### config.mk
export PLATFORM = sky130hd
export DESIGN_NAME = crc32_unit
export DESIGN_NICKNAME = d
export VERILOG_FILES = /design/src/rtl/crc32_pkg.sv /design/src/rtl/crc32_fold.sv /design/src/rtl/crc32_regs.sv /design/src/rtl/crc32_unit.sv
export SDC_FILE = /design/constraint.sdc
export NUM_CORES = 1
export LEC_CHECK = 0
export ABC_AREA = 1
export BUFFER_PORTS_ARGS = -buffer_cell sky130_fd_sc_hd__buf_2
export CAP_MARGIN = 20
export CORE_ASPECT_RATIO = 1.1
export CORE_MARGIN = 8
export CORE_UTILIZATION = 50
export DETAILED_ROUTE_END_ITERATION = 10
export PLACE_DENSITY_LB_ADDON = 0.05
export SLEW_MARGIN = 25
export SYNTH_ARGS = -nofsm -noshare
export SYNTH_HDL_FRONTEND = slang
export SYNTH_SLANG_ARGS = --single-unit
### constraint.sdc
create_clock -name clk -period 3.9 [get_ports clk]
set_input_delay 0.39 -clock clk [delete_from_list [all_inputs] [get_ports clk]]
set_output_delay 0.39 -clock clk [all_outputs]
set_load 0.1 [all_outputs]
### src/rtl/crc32_pkg.sv
package crc32_pkg;

    localparam int unsigned WORD_W = 32;

    typedef enum logic [0:0] {
        ST_GATED = 1'b0,
        ST_OPEN  = 1'b1
    } gate_state_t;

    typedef enum logic [2:0] {
        SLOT_DATA    = 3'd0,
        SLOT_SCRATCH = 3'd1,
        SLOT_CTRL    = 3'd2,
        SLOT_GAP     = 3'd3,
        SLOT_SEED    = 3'd4
    } reg_slot_t;

endpackage

### src/rtl/crc32_fold.sv
module crc32_fold #(
    parameter int unsigned        W    = 32,
    parameter logic [W-1:0]       POLY = 32'h04C11DB7
) (
    input  logic [W-1:0] crc_in,
    input  logic [W-1:0] word_in,
    output logic [W-1:0] crc_out
);
    // stage[k] is the remainder after k bits have been shifted in
    logic [W-1:0] stage [W+1];

    assign stage[0] = crc_in;

    for (genvar k = 0; k < W; k++) begin : g_step
        logic fb;
        assign fb         = stage[k][W-1] ^ word_in[W-1-k];
        assign stage[k+1] = {stage[k][W-2:0], 1'b0} ^ (fb ? POLY : '0);
    end

    assign crc_out = stage[W];

endmodule

### src/rtl/crc32_regs.sv
module crc32_regs
    import crc32_pkg::*;
#(
    parameter int unsigned  W       = 32,
    parameter int unsigned  ADDR_W  = 5,
    parameter int unsigned  SCR_W   = 8,
    parameter logic [W-1:0] SEED_RV = 32'hFFFFFFFF
) (
    input  logic              clk,
    input  logic              rst_n,
    input  logic              clk_en,
    input  logic [ADDR_W-1:0] bus_addr,
    input  logic              bus_wr,
    input  logic [W-1:0]      bus_wdata,
    input  logic              bus_rd,
    output logic [W-1:0]      bus_rdata,
    input  logic [W-1:0]      crc_next,
    output logic [W-1:0]      crc_value,
    output logic [W-1:0]      seed_value,
    output logic              gate_open
);
    localparam int unsigned SLOT_W = ADDR_W - 2;

    gate_state_t state_q, state_d;
    logic [SCR_W-1:0] scratch_q;
    logic [SLOT_W-1:0] slot;
    logic acc_wr, acc_rd;
    logic [W-1:0] rd_mux;

    assign slot = bus_addr[ADDR_W-1:2];

    // next-state logic: T_WAKE / T_SLEEP
    always_comb begin
        state_d = state_q;
        unique case (state_q)
            ST_GATED: if (clk_en)  state_d = ST_OPEN;
            ST_OPEN:  if (!clk_en) state_d = ST_GATED;
            default:               state_d = ST_GATED;
        endcase
    end

    // state register
    always_ff @(posedge clk or negedge rst_n) begin
        if (!rst_n) state_q <= ST_GATED;
        else        state_q <= state_d;
    end

    // outputs: access qualification and read multiplexer
    always_comb begin
        gate_open = 1'b0;
        unique case (state_q)
            ST_GATED: gate_open = 1'b0;
            ST_OPEN:  gate_open = clk_en;
            default:  gate_open = 1'b0;
        endcase
        acc_wr = gate_open && bus_wr;
        acc_rd = gate_open && bus_rd;
        rd_mux = '0;
        if (slot == SLOT_W'(SLOT_DATA))         rd_mux = crc_value;
        else if (slot == SLOT_W'(SLOT_SCRATCH)) rd_mux = W'(scratch_q);
        else if (slot == SLOT_W'(SLOT_SEED))    rd_mux = seed_value;
    end

    always_ff @(posedge clk or negedge rst_n) begin
        if (!rst_n) begin
            crc_value  <= SEED_RV;
            seed_value <= SEED_RV;
            scratch_q  <= '0;
        end else if (acc_wr) begin
            if (slot == SLOT_W'(SLOT_DATA))
                crc_value <= crc_next;
            else if (slot == SLOT_W'(SLOT_SCRATCH))
                scratch_q <= bus_wdata[SCR_W-1:0];
            else if (slot == SLOT_W'(SLOT_CTRL) && bus_wdata[0])
                crc_value <= seed_value;
            else if (slot == SLOT_W'(SLOT_SEED))
                seed_value <= bus_wdata;
        end
    end

    always_ff @(posedge clk or negedge rst_n) begin
        if (!rst_n)      bus_rdata <= '0;
        else if (acc_rd) bus_rdata <= rd_mux;
        else             bus_rdata <= '0;
    end

endmodule

### src/rtl/crc32_unit.sv
module crc32_unit #(
    parameter int unsigned  W       = 32,
    parameter int unsigned  ADDR_W  = 5,
    parameter int unsigned  SCR_W   = 8,
    parameter logic [W-1:0] POLY    = 32'h04C11DB7,
    parameter logic [W-1:0] SEED_RV = 32'hFFFFFFFF
) (
    input  logic              clk,
    input  logic              rst_n,
    input  logic              clk_en,
    input  logic [ADDR_W-1:0] bus_addr,
    input  logic              bus_wr,
    input  logic [W-1:0]      bus_wdata,
    input  logic              bus_rd,
    output logic [W-1:0]      bus_rdata
);
    logic [W-1:0] crc_value, crc_next, seed_value;
    logic         gate_open;

    crc32_fold #(.W(W), .POLY(POLY)) u_fold (
        .crc_in  (crc_value),
        .word_in (bus_wdata),
        .crc_out (crc_next)
    );

    crc32_regs #(.W(W), .ADDR_W(ADDR_W), .SCR_W(SCR_W), .SEED_RV(SEED_RV)) u_regs (
        .clk        (clk),
        .rst_n      (rst_n),
        .clk_en     (clk_en),
        .bus_addr   (bus_addr),
        .bus_wr     (bus_wr),
        .bus_wdata  (bus_wdata),
        .bus_rd     (bus_rd),
        .bus_rdata  (bus_rdata),
        .crc_next   (crc_next),
        .crc_value  (crc_value),
        .seed_value (seed_value),
        .gate_open  (gate_open)
    );

endmodule

==> impl_metrics.csv <==
group,metric,value,unit
synthesis,synth.top_cell.area_share,19.5,%
synthesis,yosysMostFrequentCell,"nand2_1",
sta,worst_clock_skew,0.0154,ns
detailed_routing,drtIter0Drc,734,
critical_path,rrSetupSlack,0.21,ns
detailed_routing,routed_wl,32100,um
global_routing,use_met3,2.87,%
cells_and_area,fillCellCount,1893,
global_routing,grt.busiest_layer,"met2",
floorplan,die_x,149,um
flow_run,maxCapViolCount,0,
sta,slew_headroom,41.3,%
synthesis,synth_seq_cells,105,
global_routing,grt-ovfl-total,0,
detailed_routing,wire_per_inst,18.4,um
floorplan,start_util,50.9,%
floorplan,fp.dieArea,0.0242,sq mm
synthesis,yosys_warnings,0,
global_routing,grt_pass1_vias,8632,
synthesis,synthTopCellsByArea,"nand2_1 20%, dfstp_2 17%, dfrtp_1 11%",
critical_path,crit-reg2reg-launch,"u_regs.crc_value[28]",
clocking,clk_path_buf_depth,2,
sta,fmax,0.271,GHz
global_routing,grt_antenna_before_repair,0,
critical_path,crit_top_cell,"nand2_1",
detailed_routing,ant_nets,0,
synthesis,synth_top_cell_by_area,"nand2_1",
synthesis,yosys-top-cells-count,"506 x nand2_1, 139 x inv_1, 135 x nand3_1",
critical_path,r2r_cells,28,
clocking,holdBufCountCts,0,
critical_path,start_kind,"register",
synthesis,avgSynthCellArea,6.81,sq um
global_routing,grt_pass1_wl,50000,um
clocking,path_clk_slew,0.09,ns
synthesis,synth_cells,1428,
clocking,cts_max_level,3,
cells_and_area,syn_to_final_growth,10.4,%
critical_path,cp_slowest_cell,"dfstp_2",
synthesis,syn_area,0.00972,sq mm
synthesis,ys.flop_type,"dfstp_2",
clocking,numClockSinks,105,
sta,setup_violations,0,
sta,tightestPinTransition,0.878,ns
detailed_routing,remaining_drc_errors,0,
detailed_routing,first_pass_iters,7,
floorplan,die_h,162,um
critical_path,required,4.21,ns
floorplan,ios,74,
global_routing,grt_max_degree,106,
critical_path,r2r-end,"u_regs.crc_value[12]",
clocking,cts_buffers,9,
global_routing,grtUsageMet1,36.1,%
cells_and_area,nets,1538,
clocking,clk_latency,0.38,ns
synthesis,ys_types,41,
floorplan,core_area,0.0191,sq mm
global_routing,grt_util_met2,43.5,%
sta,tns,0,ns
global_routing,grt_util_all_layers,27.0,%
clocking,clockRootBuffer,"clkbuf_16",
synthesis,async_reset_ff_share,100,%
critical_path,cp.arrival,4.00,ns
detailed_routing,vias_per_cell,5.28,
critical_path,critical_path_class,"register to register",
worst_hold_path,hold_class,"input pin to asynchronous set/reset pin",
sta,min_period,3.69,ns
synthesis,synth_seq_area_share,27.9,%
cells_and_area,diodes,0,
detailed_routing,vias,9225,
sta,hold_violations,0,
sta,rsz0062_at_grt,"no",
critical_path,cp_slowest_stage_delay,0.58,ns
critical_path,path_max_fanout,11,
critical_path,end_kind,"register",
sta,slew_viol_final,0,
status,status,"completed",
placed_design,post-dp-hpwl,25200,um
clocking,cts_tree,"yes",
synthesis,synth_edf_count,0,
floorplan,rows,53,
cells_and_area,layout-drive-gt1-share,25.9,%
synthesis,synth_nets,1470,
placed_design,port_buffers,71,
placed_design,place_congestion,0.947,
sta,finalCritPeriodShare,94.5,%
## through the flow
stage / util [%] / setup slack, ns / hold WS [ns] / instance area, sq um / cells
after floorplan: - / 1.14 / 0.0944 / 9720 / 1428
after global placement: 54.4 / 0.263 / 0.473 / 10400 / 1728
after detailed placement: 54.4 / 0.218 / 0.480 / 10400 / 1728
after CTS: 56.0 / 0.196 / 0.104 / 10700 / 1744
after global routing: 56.2 / 0.00455 / 0.131 / 10700 / 1748
final: 56.2 / 0.213 / 0.0784 / 10700 / 1748
## how the worst max path moves through the flow
stage,startpoint,endpoint,slack [ns],depth (start not counted)
after floorplan,u_regs.crc_value[30],u_regs.crc_value[13],1.14,27
after global placement,bus_wdata[31],u_regs.crc_value[13],0.26,27
after detailed placement,bus_wdata[31],u_regs.crc_value[13],0.22,29
after CTS,u_regs.crc_value[31],u_regs.crc_value[13],0.20,29
after global routing,u_regs.crc_value[28],u_regs.crc_value[12],0.005,28
final,u_regs.crc_value[28],u_regs.crc_value[12],0.21,28
## cell usage in the layout, fill, tap and decap left out, drive strengths merged
master    synthesis  routed
xnor2            33      33
dfstp            64      64
o21bai            1       1
nand3           151     151
nand4             2       2
nand2           654     654
o221ai            2       2
clkinvlp          0       1
nor3              2       2
o22ai             7       7
dfrtp            41      41
or2               5       5
clkinv            1       3
a22oi             3       3
xor2             96      96
a21o              1       1
buf               4      88
a21oi            67      67
o211ai            1       1
mux2              1       1
nor2             26      26
inv             170     174
o21ai            63      63
clkbuf           27       9
nand3b            6       6
## critical path: cells and delay by family, from the launching register on
family	cells	cell delay [ns]
flops	1	0.58
simple gates	27	2.96
buf+inv	1	0.05
## layout make-up
type,count,area [sq um],area share (%)
Clock buffer,9,225,2.10
Clock inverter,7,87.6,0.816
Inverter,171,652,6.07
Multi-Input combinational cell,1121,6240,58.1
Sequential cell,105,2710,25.2
Tap cell,247,309,2.88
Timing Repair Buffer,88,510,4.76
## flip-flops by register name (all words and copies together) (netlist names)
signal and cells:
u_regs.bus_rdata 32, u_regs.crc_value 32, u_regs.scratch_q 8, u_regs.seed_value 32, u_regs.state_q 1
## routing by layer
layer,part of all wire (%),up-vias
met4,3.9,0
met3,4.7,53
met1,46,4349
li1,-,4573
met2,46,250
met5,0,-
## repair_timing
item | CTS | global route
endpoints found under the setup margin | 0 | 7
resized for setup | 0 | 3
setup buffers | 0 | 4
## kinds of logic (layout without fill, tap and decap cells)
group                     count (synthesis)  in the layout  synth area share (%)
DFF                                     105            105                  27.9
AOI/OAI and AO/OA                       145            145                  7.79
muxes                                     1              1                 0.116
buffers and inverters                   202            275                  8.16
and+or+nand+nor                         846            846                  43.5
xor gates and xnor gates                129            129                  12.5
Power is not shown: default switching activity piles up to over one toggle a cycle in this logic, so the estimate is an artifact.
